--- config.mk ---
export PLATFORM = sky130hd
export DESIGN_NAME = mtg_traffic_gen
export DESIGN_NICKNAME = d
export VERILOG_FILES = /design/src/rtl/mtg_pkg.sv /design/src/rtl/mtg_pattern.sv /design/src/rtl/mtg_addr_step.sv /design/src/rtl/mtg_rd_check.sv /design/src/rtl/mtg_traffic_gen.sv
export SDC_FILE = /design/constraint.sdc
export NUM_CORES = 1
export LEC_CHECK = 0
export ABC_AREA = 1
export CAP_MARGIN = 20
export CORE_MARGIN = 2
export CORE_UTILIZATION = 48
export CTS_CLUSTER_DIAMETER = 200
export CTS_CLUSTER_SIZE = 10
export DETAILED_ROUTE_END_ITERATION = 8
export HOLD_SLACK_MARGIN = 0.08
export PLACE_DENSITY_LB_ADDON = 0.15
export SLEW_MARGIN = 20
export SYNTH_ARGS = -nofsm -noshare
export SYNTH_HDL_FRONTEND = slang
export SYNTH_SLANG_ARGS = --single-unit
--- constraint.sdc ---
create_clock -name clk -period 2.7 [get_ports clk]
set_input_delay 0.675 -clock clk [delete_from_list [all_inputs] [get_ports clk]]
set_output_delay 0.675 -clock clk [all_outputs]
set_load 0.05 [all_outputs]
--- src/rtl/mtg_pkg.sv ---
package mtg_pkg;

   typedef enum logic [1:0] {
      ST_IDLE  = 2'd0,
      ST_WRITE = 2'd1,
      ST_READ  = 2'd2,
      ST_DONE  = 2'd3
   } mtg_state_e;

   localparam logic [2:0] OP_WRITE = 3'b000;
   localparam logic [2:0] OP_READ  = 3'b001;

   // one right-shift Galois step from an address-derived seed
   function automatic logic [31:0] lfsr_word(input logic [31:0] addr,
                                             input logic [31:0] seed,
                                             input logic [31:0] poly);
      logic [31:0] s;
      s = addr ^ seed;
      return s[0] ? ((s >> 1) ^ poly) : (s >> 1);
   endfunction

endpackage

--- src/rtl/mtg_pattern.sv ---
module mtg_pattern #(
   parameter int unsigned ADDR_W  = 32,
   parameter int unsigned DATA_W  = 32,
   parameter int unsigned PATTERN = 0,
   parameter logic [31:0] SEED    = 32'h6A09_E667,
   parameter logic [31:0] POLY    = 32'h8020_0003
) (
   input  logic [ADDR_W-1:0] addr_i,
   output logic [DATA_W-1:0] data_o
);
   import mtg_pkg::*;

   generate
      if (PATTERN == 0) begin : g_lfsr
         logic [31:0] word;
         assign word   = lfsr_word(32'(addr_i), SEED, POLY);
         assign data_o = DATA_W'(word);
      end else begin : g_addr
         assign data_o = DATA_W'(addr_i);
      end
   endgenerate

endmodule

--- src/rtl/mtg_addr_step.sv ---
module mtg_addr_step #(
   parameter int unsigned       ADDR_W     = 32,
   parameter logic [ADDR_W-1:0] START_ADDR = '0,
   parameter logic [ADDR_W-1:0] END_ADDR   = '1,
   parameter int unsigned       ADDR_STEP  = 4
) (
   input  logic [ADDR_W-1:0] cur_i,
   output logic [ADDR_W-1:0] nxt_o,
   output logic              last_o
);
   localparam logic [ADDR_W:0] END_X  = {1'b0, END_ADDR};
   localparam logic [ADDR_W:0] STEP_X = (ADDR_W+1)'(ADDR_STEP);

   logic [ADDR_W:0] sum;

   assign sum    = {1'b0, cur_i} + STEP_X;
   assign last_o = (sum > END_X);
   assign nxt_o  = last_o ? START_ADDR : sum[ADDR_W-1:0];

endmodule

--- src/rtl/mtg_rd_check.sv ---
module mtg_rd_check #(
   parameter int unsigned       ADDR_W     = 32,
   parameter int unsigned       DATA_W     = 32,
   parameter logic [ADDR_W-1:0] START_ADDR = '0,
   parameter logic [ADDR_W-1:0] END_ADDR   = '1,
   parameter int unsigned       ADDR_STEP  = 4,
   parameter int unsigned       PATTERN    = 0,
   parameter logic [31:0]       SEED       = 32'h6A09_E667,
   parameter logic [31:0]       POLY       = 32'h8020_0003
) (
   input  logic              clk,
   input  logic              rst_n,
   input  logic              active_i,
   input  logic              rd_empty_i,
   input  logic [DATA_W-1:0] rd_data_i,
   input  logic              clear_i,
   output logic              rd_en_o,
   output logic              err_o,
   output logic [ADDR_W-1:0] err_addr_o,
   output logic              last_o
);
   logic [ADDR_W-1:0] exp_addr_q;
   logic [ADDR_W-1:0] exp_nxt;
   logic              exp_last;
   logic [DATA_W-1:0] exp_data;
   logic              fire;
   logic              miss;
   logic              err_q;
   logic [ADDR_W-1:0] err_addr_q;

   mtg_addr_step #(
      .ADDR_W(ADDR_W), .START_ADDR(START_ADDR),
      .END_ADDR(END_ADDR), .ADDR_STEP(ADDR_STEP)
   ) u_step (
      .cur_i(exp_addr_q), .nxt_o(exp_nxt), .last_o(exp_last)
   );

   mtg_pattern #(
      .ADDR_W(ADDR_W), .DATA_W(DATA_W), .PATTERN(PATTERN),
      .SEED(SEED), .POLY(POLY)
   ) u_exp (
      .addr_i(exp_addr_q), .data_o(exp_data)
   );

   assign fire    = active_i & ~rd_empty_i;
   assign miss    = fire & (rd_data_i != exp_data);
   assign rd_en_o = fire;
   assign last_o  = fire & exp_last;

   always_ff @(posedge clk or negedge rst_n) begin
      if (!rst_n) begin
         exp_addr_q <= START_ADDR;
         err_q      <= 1'b0;
         err_addr_q <= '0;
      end else begin
         if (fire) begin
            exp_addr_q <= exp_nxt;
         end
         if (miss) begin
            err_q <= 1'b1;
            if (!err_q || clear_i) begin
               err_addr_q <= exp_addr_q;
            end
         end else if (clear_i) begin
            err_q      <= 1'b0;
            err_addr_q <= '0;
         end
      end
   end

   assign err_o      = err_q;
   assign err_addr_o = err_addr_q;

endmodule

--- src/rtl/mtg_traffic_gen.sv ---
module mtg_traffic_gen #(
   parameter int unsigned       ADDR_W     = 32,
   parameter int unsigned       DATA_W     = 32,
   parameter logic [ADDR_W-1:0] START_ADDR = ADDR_W'(32'h0000_2000),
   parameter logic [ADDR_W-1:0] END_ADDR   = ADDR_W'(32'h0000_AFFF),
   parameter int unsigned       ADDR_STEP  = 4,
   parameter int unsigned       PATTERN    = 0,
   parameter logic [31:0]       SEED       = 32'h6A09_E667,
   parameter logic [31:0]       POLY       = 32'h8020_0003
) (
   input  logic              clk,
   input  logic              rst_n,
   input  logic              init_done_i,
   input  logic              err_clear_i,
   output logic              cmd_en_o,
   output logic [ADDR_W-1:0] cmd_addr_o,
   output logic [2:0]        cmd_op_o,
   input  logic              cmd_full_i,
   output logic              wr_en_o,
   output logic [DATA_W-1:0] wr_data_o,
   input  logic              wr_full_i,
   output logic              rd_en_o,
   input  logic [DATA_W-1:0] rd_data_i,
   input  logic              rd_empty_i,
   output logic              err_o,
   output logic [ADDR_W-1:0] err_addr_o,
   output logic              done_o
);
   import mtg_pkg::*;

   localparam logic [ADDR_W:0]   SPAN      = {1'b0, END_ADDR} - {1'b0, START_ADDR} + (ADDR_W+1)'(1);
   localparam logic [ADDR_W:0]   STEP_X    = (ADDR_W+1)'(ADDR_STEP);
   localparam logic [ADDR_W-1:0] ALIGN_MSK = ADDR_W'(ADDR_STEP - 1);

   // elaboration-time parameter checks
   generate
      if (ADDR_W > 32 || ADDR_W < 2) begin : g_bad_aw
         $error("mtg_traffic_gen: ADDR_W must be 2..32");
      end
      if (ADDR_STEP == 0 || (ADDR_STEP & (ADDR_STEP - 1)) != 0) begin : g_bad_step
         $error("mtg_traffic_gen: ADDR_STEP must be a power of two");
      end
      if (END_ADDR < START_ADDR) begin : g_bad_win
         $error("mtg_traffic_gen: END_ADDR below START_ADDR");
      end
      if ((START_ADDR & ALIGN_MSK) != '0) begin : g_bad_align
         $error("mtg_traffic_gen: START_ADDR not step aligned");
      end
      if ((SPAN % STEP_X) != '0) begin : g_bad_span
         $error("mtg_traffic_gen: window not a whole number of steps");
      end
      if (PATTERN > 1) begin : g_bad_pat
         $error("mtg_traffic_gen: PATTERN must be 0 or 1");
      end
      if (PATTERN == 0 && DATA_W != 32) begin : g_bad_dw
         $error("mtg_traffic_gen: LFSR pattern needs DATA_W of 32");
      end
   endgenerate

   mtg_state_e        state_q;
   logic              cmd_en_q;
   logic              wr_en_q;
   logic [ADDR_W-1:0] addr_q;
   logic [2:0]        op_q;
   logic [ADDR_W-1:0] addr_nxt;
   logic              addr_last;
   logic              cmd_left;
   logic              wd_left;
   logic              chk_last;
   logic              rd_active;

   mtg_addr_step #(
      .ADDR_W(ADDR_W), .START_ADDR(START_ADDR),
      .END_ADDR(END_ADDR), .ADDR_STEP(ADDR_STEP)
   ) u_cmd_step (
      .cur_i(addr_q), .nxt_o(addr_nxt), .last_o(addr_last)
   );

   mtg_pattern #(
      .ADDR_W(ADDR_W), .DATA_W(DATA_W), .PATTERN(PATTERN),
      .SEED(SEED), .POLY(POLY)
   ) u_wr_pat (
      .addr_i(addr_q), .data_o(wr_data_o)
   );

   assign rd_active = (state_q == ST_READ);

   mtg_rd_check #(
      .ADDR_W(ADDR_W), .DATA_W(DATA_W), .START_ADDR(START_ADDR),
      .END_ADDR(END_ADDR), .ADDR_STEP(ADDR_STEP), .PATTERN(PATTERN),
      .SEED(SEED), .POLY(POLY)
   ) u_check (
      .clk        (clk),
      .rst_n      (rst_n),
      .active_i   (rd_active),
      .rd_empty_i (rd_empty_i),
      .rd_data_i  (rd_data_i),
      .clear_i    (err_clear_i),
      .rd_en_o    (rd_en_o),
      .err_o      (err_o),
      .err_addr_o (err_addr_o),
      .last_o     (chk_last)
   );

   // still owed after this edge: presented but refused
   assign cmd_left = cmd_en_q & cmd_full_i;
   assign wd_left  = wr_en_q & wr_full_i;

   always_ff @(posedge clk or negedge rst_n) begin
      if (!rst_n) begin
         state_q  <= ST_IDLE;
         cmd_en_q <= 1'b0;
         wr_en_q  <= 1'b0;
         addr_q   <= START_ADDR;
         op_q     <= OP_WRITE;
      end else begin
         unique case (state_q)
            ST_IDLE: begin
               if (init_done_i) begin
                  state_q  <= ST_WRITE;
                  cmd_en_q <= 1'b1;
                  wr_en_q  <= 1'b1;
                  addr_q   <= START_ADDR;
                  op_q     <= OP_WRITE;
               end
            end
            ST_WRITE: begin
               if (!cmd_left && !wd_left) begin
                  if (addr_last) begin
                     state_q  <= ST_READ;
                     addr_q   <= START_ADDR;
                     op_q     <= OP_READ;
                     cmd_en_q <= 1'b1;
                     wr_en_q  <= 1'b0;
                  end else begin
                     addr_q   <= addr_nxt;
                     cmd_en_q <= 1'b1;
                     wr_en_q  <= 1'b1;
                  end
               end else begin
                  cmd_en_q <= cmd_left;
                  wr_en_q  <= wd_left;
               end
            end
            ST_READ: begin
               if (cmd_en_q && !cmd_full_i) begin
                  if (addr_last) begin
                     cmd_en_q <= 1'b0;
                  end else begin
                     addr_q <= addr_nxt;
                  end
               end
               if (chk_last) begin
                  state_q  <= ST_DONE;
                  cmd_en_q <= 1'b0;
               end
            end
            default: begin
               cmd_en_q <= 1'b0;
               wr_en_q  <= 1'b0;
            end
         endcase
      end
   end

   assign cmd_en_o   = cmd_en_q;
   assign cmd_addr_o = addr_q;
   assign cmd_op_o   = op_q;
   assign wr_en_o    = wr_en_q;
   assign done_o     = (state_q == ST_DONE);

endmodule

# After elaboration in Yosys (flattened, before gate mapping)
# Index checks and enable logic that the tools add are counted.
# classes
n_mux,32
magnitude_cmp,2
n_bitwise,11
n_reduce_logical,17
eq_ne,13
n_addsub,2
# ops
op,count
32-bit 2-to-1 mux,11
32-bit one-hot mux with 3 select lines,1
"32-bit by 3-bit adder with 33-bit output, second input constant",2
"33-bit by 16-bit greater-than comparator with 1-bit output, second input constant",2
32-bit != test,1
16-bit NOT,2
"2-bit != test, second input constant",7
5-bit AND reduction,2
1-bit 2-to-1 mux,9
3-bit 2-to-1 mux,3
2-bit 2-to-1 mux,4
3-bit NOT with 4-bit output,2
"3-bit != test, second input constant",2
1-bit one-hot mux with 3 select lines,2
2-bit one-hot mux with 3 select lines,1
3-bit one-hot mux with 2 select lines,1
1-bit AND,5
"2-bit equality test, second input constant",2
1-bit zero test,4
2-bit AND reduction,2
4-bit AND reduction,1
2-bit nonzero test,2
3-bit AND reduction,1
3-bit nonzero test,1
5 further kinds,7
# word_totals
out_inout_bits,104
inputBits,39
regBits,104
elab_cells,85

# Logic depth before layout (Yosys ltp)
# Gate-level depths: netlist of run 1.
# depth
ltp_word,7
depth_mapped,18

# By module
# From an unflattened synthesis of run 1, not the netlist that was laid out.
# hier_totals
hier_cells,1314
area_unflattened_um2,8525.7
# by_module_without_submodules
module,area_per_inst_um2,cells_per_inst,instances
mtg_rd_check,3201.8,384,1
mtg_addr_step,1433.9,285,2
mtg_traffic_gen,2035.7,278,1
mtg_pattern,210.2,41,2

# Worst setup path before layout of run 1
# Ideal clock, no wire load.
# synth_path
path_type,register -> register
start,"register addr_q[3], in the netlist cmd_addr_o[3]"
end,"register addr_q[12], in the netlist cmd_addr_o[12]"
t_arrival_ps,2522
period_less_slack_ps,2642
required_time_ps,2580
stages_incl_launch_ff,18
setup_slack_ps,58
path_cell_list,dfrtp_1 ha_1 nand2_1 nor2_4 nand2_2 nor2_2 nand2_1 nand2_1 nand2_1 nor2_1 nand3b_1 nor2_2 nand2_2 nand2_2 nand3_4 buf_2 nand2_1 o21ai_2
# synth_between
elab_chain_len,5
elab_cells_between_ends,9
cone_classes,add/sub (1); order compare (1); eq/ne (1); mux (5); reduce/logical (1)
# synth_lines
item,line_no,source
start: declaration,mtg_traffic_gen.sv:63,logic [ADDR_W-1:0] addr_q;
start signal: assignment,mtg_traffic_gen.sv:136,addr_q <= addr_nxt;
start signal: assignment,mtg_traffic_gen.sv:150,addr_q <= addr_nxt;
32-bit by 3-bit adder with 33-bit output (*),mtg_addr_step.sv:16,"assign sum = {1'b0, cur_i} + STEP_X;"
33-bit by 16-bit greater-than comparator with 1-bit output,mtg_addr_step.sv:17,assign last_o = (sum > END_X);
32-bit 2-to-1 mux,mtg_traffic_gen.sv:129,if (addr_last) begin
32-bit 2-to-1 mux,mtg_traffic_gen.sv:128,if (!cmd_left && !wd_left) begin
32-bit one-hot mux with 3 select lines,mtg_traffic_gen.sv:117,unique case (state_q)
# Mark *: on every way between the ends. The rest lies on a longest branch, timed or not. The select of a mux whose other input is x is not followed.
# A chain may end at the register's enable or synchronous reset.

# Worst setup path after layout of run 1
# layout_path
start,register state_q[0]
end,output rd_en_o
# layout_between
elab_chain_len,2
# layout_lines
item,line_no,source
start: declaration,mtg_traffic_gen.sv:60,mtg_state_e state_q;
start signal: assignment,mtg_traffic_gen.sv:111,state_q <= ST_IDLE;
start signal: assignment,mtg_traffic_gen.sv:120,state_q <= ST_WRITE;
start signal: assignment,mtg_traffic_gen.sv:130,state_q <= ST_READ;
2-bit equality test,mtg_traffic_gen.sv:86,assign rd_active = (state_q == ST_READ);
1-bit AND,mtg_rd_check.sv:45,assign fire = active_i & ~rd_empty_i;
end: declaration,mtg_traffic_gen.sv:22,"output logic rd_en_o,"
# Every way passes these cells.

==> results of run 1 <==
kinds of logic (layout without fill, tap and decap cells):
kind of cell,count (synthesis),after routing,share of synthesized area [%]
fa+ha+maj,7,7,1.39
compound gates,102,102,9.54
xor+xnor,24,24,3.35
flops,97,97,38.7
buf+inv,178,328,12.5
simple gates,518,518,34.4
other cells,2,6,0.120
placed cells by master, fill, tap and decap left out, types with 3 or more instances in the layout:
cell type	count
nor3_1	6
dfrtp_2	3
ha_1	6
nor2_4	7
conb_1	6
nor2_2	10
buf_12	6
nand3_1	58
o211ai_1	3
xnor2_1	7
nor4_1	4
clkbuf_16	9
nand2_2	4
buf_4	38
nand4_1	11
nor2_1	130
o21ai_0	56
inv_1	131
a21oi_1	9
clkdlybuf4s50_1	134
and2_1	3
o22ai_1	9
o21ai_1	6
xor2_1	17
nand2_1	279
clkbuf_8	3
dfrtp_1	92
o21ai_2	8
report_power, final:
| part | internal, µW | switching (µW) |
|---|---|---|
| clock | 799 | 584 |
| combinational | 795 | 1500 |
| sequential | 1630 | 203 |
routing by layer:
metal | vias up | GRT usage [%]
met1 | 2855 | 33.0
met3 | 44 | 3.67
met5 | - | 0
li1 | 3160 | -
met4 | 0 | 12.4
met2 | 194 | 46.3
registers in the layout (all words and copies together) (netlist names):
name and flops:
cmd_op_o 1, u_check.err_addr_o 31, cmd_addr_o 30, u_check.exp_addr_q 30, cmd_en_o 1, state_q 2, wr_en_o 1, u_check.err_o 1
worst max path at each step:
stage / slack [ns] / cells after the start / endpoint
floorplan: 0.06 / 17 / cmd_addr_o[12]
global placement: 0.13 / 11 / u_check.err_addr_o[22]
detailed placement: 0.02 / 11 / u_check.err_addr_o[23]
CTS: 0.08 / 14 / cmd_addr_o[11]
global route: 0.007 / 16 / cmd_addr_o[11]
finish: 0.17 / 6 / rd_en_o
cell type report:
type                       count  area, µm²
clock buffer                  13        270
clock inverter                 3       46.3
fill                        1181       4370
inverter                     134        508
multi-input combinational    657       3130
sequential                    97       2430
tap                          172        215
timing repair buffer         178       1750
repair_timing:
| action | 4_1_cts | 5_1_grt |
|---|---|---|
| resized for setup | 0 | 14 |
| endpoints found under the hold margin | 0 | 0 |
| setup endpoints to repair | 0 | 37 |
stage by stage:
step,util [%],hold WS (ns),instance area (µm²),total power [µW]
2_1_floorplan,-,0.379,6300,3330
3_3_place_gp,62.8,0.483,7990,4110
3_5_place_dp,62.8,0.488,7990,4140
4_1_cts,65.3,0.229,8310,5520
5_1_grt,65.6,0.232,8350,5860
6_report,65.6,0.220,8350,5520
==> qor.yml, run 1 <==
sta:
  min_period_ns: 2.53
  finalMaxSlewViolations: 0
  fin_skew_ns: 0.0103
  setup_viol: 0
  finalCritPeriodShare_pct: 93.5
  hold_viol: 0
  fin_ws_ns: 0.174
  slew_headroom_pct: 62.2
  rsz0062_at_grt: "no"
  worstMarginPinSlew_ns: 0.565
  fmax_mhz: 396
  tns_ns: 0
cts:
  cts_made_buffers: 9
  cts_setup_buffers: 0
  hold_buffers: 0
  cts_tree: "done"
  cts.sinks: 97
  clk_latency_ns: 0.35
  clockBufferDepth: 2
  clockRootBuffer: "clkbuf_16"
  h-tree-depth: 3
  clkTransAtPathRegs_ns: 0.07
critical_path:
  crit_chain: "inv_1 > ha_1 > inv_1 > nor2_2 > buf_12 > buf_12"
  cp-end-kind: "primary output"
  path_max_fanout: 23
  cp.required_ns: 2.03
  cp_slowest_cell: "dfrtp_1"
  reg2reg_depth: 16
  crit_type: "flip-flop to primary output"
  r2r_slack_ns: 0.18
  r2r-start: "cmd_addr_o[13]"
  crit_path_start_kind: "flip-flop"
  max_stage_delay_ns: 0.44
  path_delay_family: "buffers and inverters"
  arrival_ns: 1.85
  crit_buf_inv: 4
  r2r-end: "cmd_addr_o[11]"
  critPathLaunch: "state_q[0]"
global_routing:
  grt_max_degree: 38
  grt_pass1_vias: 6071
  grt_pass1_wl_mm: 29.8
  gr-total-overflow: 0
  gr-usage-all-layers_pct: 26.7
  grt_antenna_before_repair: 0
placement:
  hpwl_mm: 14.2
  pre_cts_ws_ns: 0.0162
  port_buffers: 136
  place_inst: 1238
  place.gp.congestion: 0.981
run_status:
  outcome: "completed"
floorplanning:
  dieHeight_um: 118
  die_w_um: 118
  dieArea_um2: 14000
  initial_core_util_pct: 49.4
  num_rows: 41
  fp.coreArea_um2: 12700
  ios: 143
drt:
  dr_wl_met3_um: 894
  routed_wl_mm: 18.2
  drt-pass1-iter-count: 5
  dr_wl_met2_mm: 8.99
  drtAntennaViolNets: 0
  vias: 6253
  via_per_inst: 4.99
  highest_layer: "met4"
  drt_iter0_drc: 369
  avgRoutedWirePerCell_um: 14.5
  drc: 0
  m1WireLength_mm: 7.65
synthesis:
  synth_top_cells_by_area: "dfrtp_1 (38%), nand2_1 (17%), nor2_1 (8.1%)"
  synth.top_cell.area_share_pct: 37.8
  ys_ff_latch: 97
  yosysTopAreaCell: "dfrtp_1"
  yosysWarnings: 0
  synth_edf_count: 0
  seq_area_frac_synth_pct: 38.7
  avgSynthCellArea_um2: 6.77
  syn-instance-count: 928
  synthArstFlopShare_pct: 100
  synthTopCellsByCount: "nand2_1 (279), nor2_1 (136), inv_1 (131)"
  synth_cell_types: 41
  syn_area_um2: 6280
  yosysMostFrequentCell: "nand2_1"
  ys.flop_type: "dfrtp_1"
hold_path:
  hp-class: "primary input to async pin"
finish:
  nets: 1123
  antenna_cells: 0
  drive_above_1_share_pct: 9.52
  fin_cells: 1254
  syn2layout_area_growth_pct: 32.9
power:
  ir_drop_v: 0.000461
  pwr_density_cell_nw_per_um2: 661
  power.leakage_uw: 0.00359
job:
  max_cap_violations: 0
(Power assumes the default switching activity.)
==> run 2: changes to the inputs <==
Settings changed: CTS_BUF_LIST set to sky130_fd_sc_hd__clkbuf_8.
==> run 2 against run 1 <==
  * Sequential share of layout area grew 0.35 points
  * Clock skew grew 0.0061 ns
  * Final cell count did not move
  * Setup slack worse by 0.028 ns
  * Flip-flop and latch count unchanged
  * First-iteration DRC count up 10%
==> qor.yml, run 2 (synthesis gave the netlist of run 1 again) <==
floorplanning:
  num_rows: 41  # unchanged
  dieHeight_um: 118  # unchanged
  dieArea_um2: 14000  # unchanged
  die_w_um: 118  # unchanged
  initial_core_util_pct: 49.4  # unchanged
  ios: 143  # unchanged
  fp.coreArea_um2: 12700  # unchanged
sta:
  finalMaxSlewViolations: 0  # unchanged
  finalCritPeriodShare_pct: 94.6  # +1.0 points
  min_period_ns: 2.55  # +0.0279 ns
  hold_ws_ns: 0.193  # -0.0265 ns
  worstMarginPinSlew_ns: 0.559  # -0.00643 ns
  slew_headroom_pct: 62.6  # +0.43 points
  hold_viol: 0  # unchanged
  tns_ns: 0  # unchanged
  setup_viol: 0  # unchanged
  fin_skew_ns: 0.0164  # +0.00613 ns
  fmax_mhz: 392  # -1.1%
  fin_ws_ns: 0.147  # -0.0279 ns
cts:
  clockBufferDepth: 2  # unchanged
  clkTransAtPathRegs_ns: 0.09  # +0.02 ns
  clk_latency_ns: 0.38  # +0.03 ns
  cts_made_buffers: 9  # unchanged
  h-tree-depth: 3  # unchanged
  clockRootBuffer: "clkbuf_8"
  cts.sinks: 97  # unchanged
  hold_buffers: 0  # unchanged
  cts_tree: "done"
global_routing:
  gr-total-overflow: 0  # unchanged
  grt_pass1_wl_mm: 29.6  # -0.56%
  grt_max_degree: 38  # unchanged
  grt_pass1_vias: 6064  # -0.12%
  gr-usage-all-layers_pct: 26.5  # -0.21 points
  grt_antenna_before_repair: 0  # unchanged
job:
  max_cap_violations: 0  # unchanged
power:
  ir_drop_v: 0.000406  # -12%
  pwr_density_cell_nw_per_um2: 628  # -5.0%
  power.leakage_uw: 0.00354  # -1.2%
placement:
  place_inst: 1238  # unchanged
  hpwl_mm: 14.2  # unchanged
  port_buffers: 136  # unchanged
  pre_cts_ws_ns: 0.0162  # unchanged
  place.gp.congestion: 0.981  # unchanged
finish:
  syn2layout_area_growth_pct: 31.4
  fin_cells: 1254  # unchanged
  antenna_cells: 0  # unchanged
  final_cell_mix: "nand2_1 (279), clkdlybuf4s50_1 (134), inv_1 (132)"
  nets: 1123  # unchanged
  regArea_um2: 2430  # about the same
  fill_cells: 1200  # +1.6%
  layout_commonest_cell: "nand2_1"
  drive_above_1_share_pct: 9.61  # +0.092 points
  multi_input_area_um2: 3130  # +0.16%
  largest_register_ffs: 31  # unchanged
drt:
  routed_wl_mm: 18.1  # -0.68%
  drt_iter0_drc: 407  # +10%
  via_per_inst: 4.99  # about the same
  drt-pass1-iter-count: 5  # unchanged
  vias: 6255  # +0.032%
  drc: 0  # unchanged
  avgRoutedWirePerCell_um: 14.4  # -0.68%
  drtAntennaViolNets: 0  # unchanged
critical_path:
  arrival_ns: 1.88  # +0.03 ns
  cp.required_ns: 2.03  # about the same
  crit_path_start_kind: "flip-flop"
  crit_type: "flip-flop to primary output"
  cp-end-kind: "primary output"
  path_max_fanout: 23  # unchanged
run_status:
  outcome: "completed"
hold_path:
  hp-class: "primary input to async pin"
run 2: cell types whose count changed in the layout (fill, tap and decap cells not counted):
cell / change
dfrtp_2: +1
dfrtp_1: -1
inv_1: +1
clkbuf_16: -9
nor2_4: +1
clkbuf_8: +9
clkbuf_1: -1
nor2_2: -1
run 2: metal layers:
metal	routed length (µm)	track usage, %	share of wire [%]
met5	0	0	0
met4	629	13.2	3.5
met3	828	3.19	4.6
met2	8910	45.9	49
met1	7690	32.7	43
run 2: power by group:
part,internal (µW),switching [µW],total (µW)
Sequential,1630,206,1840
Combinational,796,1500,2300
Clock,505,539,1040
Total,2940,2250,5190
run 2: worst paths after layout:
path / start / endpoint / slack [ns] / depth (start not counted)
worst max-delay path: state_q[0] / rd_en_o / 0.15 / 6
worst max register to register: u_check.exp_addr_q[15] / state_q[1] / 0.16 / 16
max in group asynchronous: rst_n / cmd_addr_o[13] / 1.84 / 2
min in group clk: cmd_op_o[0] / cmd_op_o[0] / 0.51 / 2
worst min register to register: cmd_op_o[0] / cmd_op_o[0] / 0.51 / 2
worst min-delay path: rst_n / cmd_addr_o[7] / 0.19 / 1
run 2: critical path: stages, from the launching register on:
cell and delay, ns:
dfrtp_1 0.44, inv_1 0.10, ha_1 0.25, inv_1 0.18, nor2_2 0.17, buf_12 0.19
buf_12 0.15
run 2: final cells by class:
| type | count | share of cell area [%] |
|---|---|---|
| multi-input combinational | 657 | 38.0 |
| clock buffer | 12 | 2.00 |
| timing repair buffer | 178 | 21.2 |
| tap | 172 | 2.61 |
| clock inverter | 4 | 0.606 |
| inverter | 134 | 6.16 |
| sequential | 97 | 29.5 |
run 2: metrics by stage:
| stage | total power (µW) | instance area (µm²) | utilization [%] |
|---|---|---|---|
| floorplan | 3330 | 6300 | - |
| global placement | 4110 | 7990 | 62.8 |
| detailed placement | 4140 | 7990 | 62.8 |
| CTS | 5190 | 8210 | 64.5 |
| global route | 5520 | 8250 | 64.9 |
| finish | 5190 | 8250 | 64.9 |
run 2: repair_timing:
action | 4_1_cts | 5_1_grt
setup endpoints to repair | 0 | 38
gates resized for setup | 0 | 16
buffers inserted | 0 | 0
endpoints found under the hold margin | 0 | 0
==> run 3: changes to the inputs <==
Settings changed: CELL_PAD_IN_SITES_DETAIL_PLACEMENT set to 0, CELL_PAD_IN_SITES_GLOBAL_PLACEMENT set to 1, CORE_UTILIZATION 48 to 37.
==> run 3 against run 2 <==
  * Fmax increased by 0.30%
  * Clock-buffer cell count down 3
  * Routed wire length rose by 8.9%
  * Cell area grew 3.0%
  * Clock power is essentially flat
  * Die area increased by 29%
  * Sequential power about the same
  * Flip-flop and latch count did not move
  * Highest routed layer unchanged
  * Critical endpoint unchanged
  * Clock skew is 0.0058 ns lower
  * Via count about the same
==> qor.yml, run 3 (synthesis gave the netlist of run 1 again) <==
cts:
  cts_made_buffers: 9  # unchanged
  clockRootBuffer: "clkbuf_8"
  clkTransAtPathRegs_ns: 0.11  # +0.02 ns
  hold_buffers: 0  # unchanged
  cts_tree: "done"
  cts.sinks: 97  # unchanged
  clk_latency_ns: 0.39  # about the same
  clockBufferDepth: 2  # unchanged
  h-tree-depth: 3  # unchanged
drt:
  avgRoutedWirePerCell_um: 14.8  # +3.0%
  vias: 6252  # -0.048%
  drt_iter0_drc: 335  # -18%
  routed_wl_mm: 19.7  # +8.9%
  dr_wl_met3_um: 748  # -9.7%
  via_per_inst: 4.71  # -5.5%
  drtAntennaViolNets: 0  # unchanged
  dr_wl_met2_mm: 9.72  # +9.1%
  drc: 0  # unchanged
  highest_layer: "met4"
  m1WireLength_mm: 8.72  # +13%
  drt-pass1-iter-count: 5  # unchanged
power:
  power_uw: 5300  # +2.2%
  power.leakage_uw: 0.00369  # +4.2%
  ir_drop_v: 0.000432  # +6.4%
  pwr_density_cell_nw_per_um2: 623  # -0.85%
sta:
  worstMarginPinSlew_ns: 0.578  # +0.0188 ns
  slew_headroom_pct: 61.4  # -1.3 points
  fin_skew_ns: 0.0107  # -0.00578 ns
  setup_viol: 0  # unchanged
  finalCritPeriodShare_pct: 94.3  # -0.28 points
  hold_viol: 0  # unchanged
  min_period_ns: 2.55  # -0.00766 ns
  tns_ns: 0  # unchanged
  fin_ws_ns: 0.154  # +0.00766 ns
  finalMaxSlewViolations: 0  # unchanged
  fmax_mhz: 393  # +0.30%
  hold_ws_ns: 0.206  # +0.0125 ns
critical_path:
  path_max_fanout: 27  # +17%
  arrival_ns: 1.87  # about the same
  cp.required_ns: 2.03  # about the same
  cp-end-kind: "primary output"
  crit_type: "flip-flop to primary output"
  crit_path_start_kind: "flip-flop"
finish:
  largest_register_ffs: 31  # unchanged
  syn2layout_area_growth_pct: 35.4
  drive_above_1_share_pct: 11.6  # +2.0 points
  final_cell_mix: "nand2_1 (277), clkdlybuf4s50_1 (134), inv_1 (131)"
  fill_cells: 1737  # +45%
  nets: 1147  # +2.1%
  layout_commonest_cell: "nand2_1"
  antenna_cells: 0  # unchanged
  design_area_um2: 8500  # +3.0%
placement:
  port_buffers: 136  # unchanged
  hpwl_mm: 15.7  # +11%
  placed_area_um2: 8230  # +3.0%
  pre_cts_ws_ns: 0.0282  # +0.0120 ns
  place.gp.congestion: 0.933  # -5.0%
job:
  max_cap_violations: 0  # unchanged
run_status:
  outcome: "completed"
floorplanning:
  num_rows: 47  # +15%
  die_w_um: 134  # +13%
  fp.coreArea_um2: 16600  # +30%
  ios: 143  # unchanged
  initial_core_util_pct: 37.9  # -11 points
  dieHeight_um: 134  # +13%
  dieArea_um2: 18000  # +29%
global_routing:
  grt_max_degree: 46  # +21%
  grt_pass1_vias: 6096  # +0.53%
  gr-total-overflow: 0  # unchanged
  gr-usage-all-layers_pct: 22.9  # -3.7 points
  grt_antenna_before_repair: 0  # unchanged
  grt_pass1_wl_mm: 32.1  # +8.4%
hold_path:
  hp-class: "primary input to async pin"
## run 3: cell count changes in the layout (fill, tap and decap cells not counted), sizes merged
cell / change
clkbuf: -3
buf: +24
clkinvlp: -1
clkinv: +3
inv: +1
## run 3: through the flow
step                util (%)  instances
floorplan                  -        932
global placement        49.6       1308
detailed placement      49.6       1308
CTS                     50.9       1324
global route            51.3       1326
finish                  51.3       1326
## run 3: layout make-up
cell class	count	area, µm²	area share [%]
Inverter	134	510	6.00
Clock inverter	7	85.1	1.00
Tap cell	220	275	3.24
Multi-Input combinational cell	657	3140	36.9
Clock buffer	9	124	1.46
Sequential cell	97	2430	28.6
Timing Repair Buffer	202	1940	22.8
## run 3: power breakdown
part	internal (µW)	switching (µW)	total [µW]	leakage [µW]
Sequential	1630	184	1810	0.00133
Combinational	888	1550	2440	0.00226
Clock	447	600	1050	0.000106
Total	2970	2330	5300	0.00369
## run 3: worst paths after layout
check	startpoint	to	slack [ns]	cells past startpoint
setup / recovery	state_q[0]	rd_en_o	0.15	6
hold / removal	rst_n	u_check.err_addr_o[15]	0.21	1
setup reg to reg	cmd_addr_o[13]	cmd_addr_o[15]	0.24	16
hold reg to reg	cmd_op_o[0]	cmd_op_o[0]	0.51	2
max in group asynchronous	rst_n	cmd_addr_o[18]	1.81	2
min in group clk	cmd_op_o[0]	cmd_op_o[0]	0.51	2
## run 3: timing repair
item	CTS	global route
resized for setup	0	17
buffers inserted	0	2
endpoints found under the setup margin	0	42
## run 3: layer usage
layer / vias up / global-route usage (%)
li1: 3213 / -
met1: 2865 / 30.1
met2: 146 / 39.1
met3: 28 / 2.27
met4: 0 / 8.13
met5: - / 0
## run 3: worst max-delay path, cell delays in order, from the launching register on
cell and delay [ns]:
dfrtp_1 0.44, inv_1 0.10, ha_1 0.25, inv_1 0.16, nor2_2 0.16, buf_12 0.21, buf_12 0.16
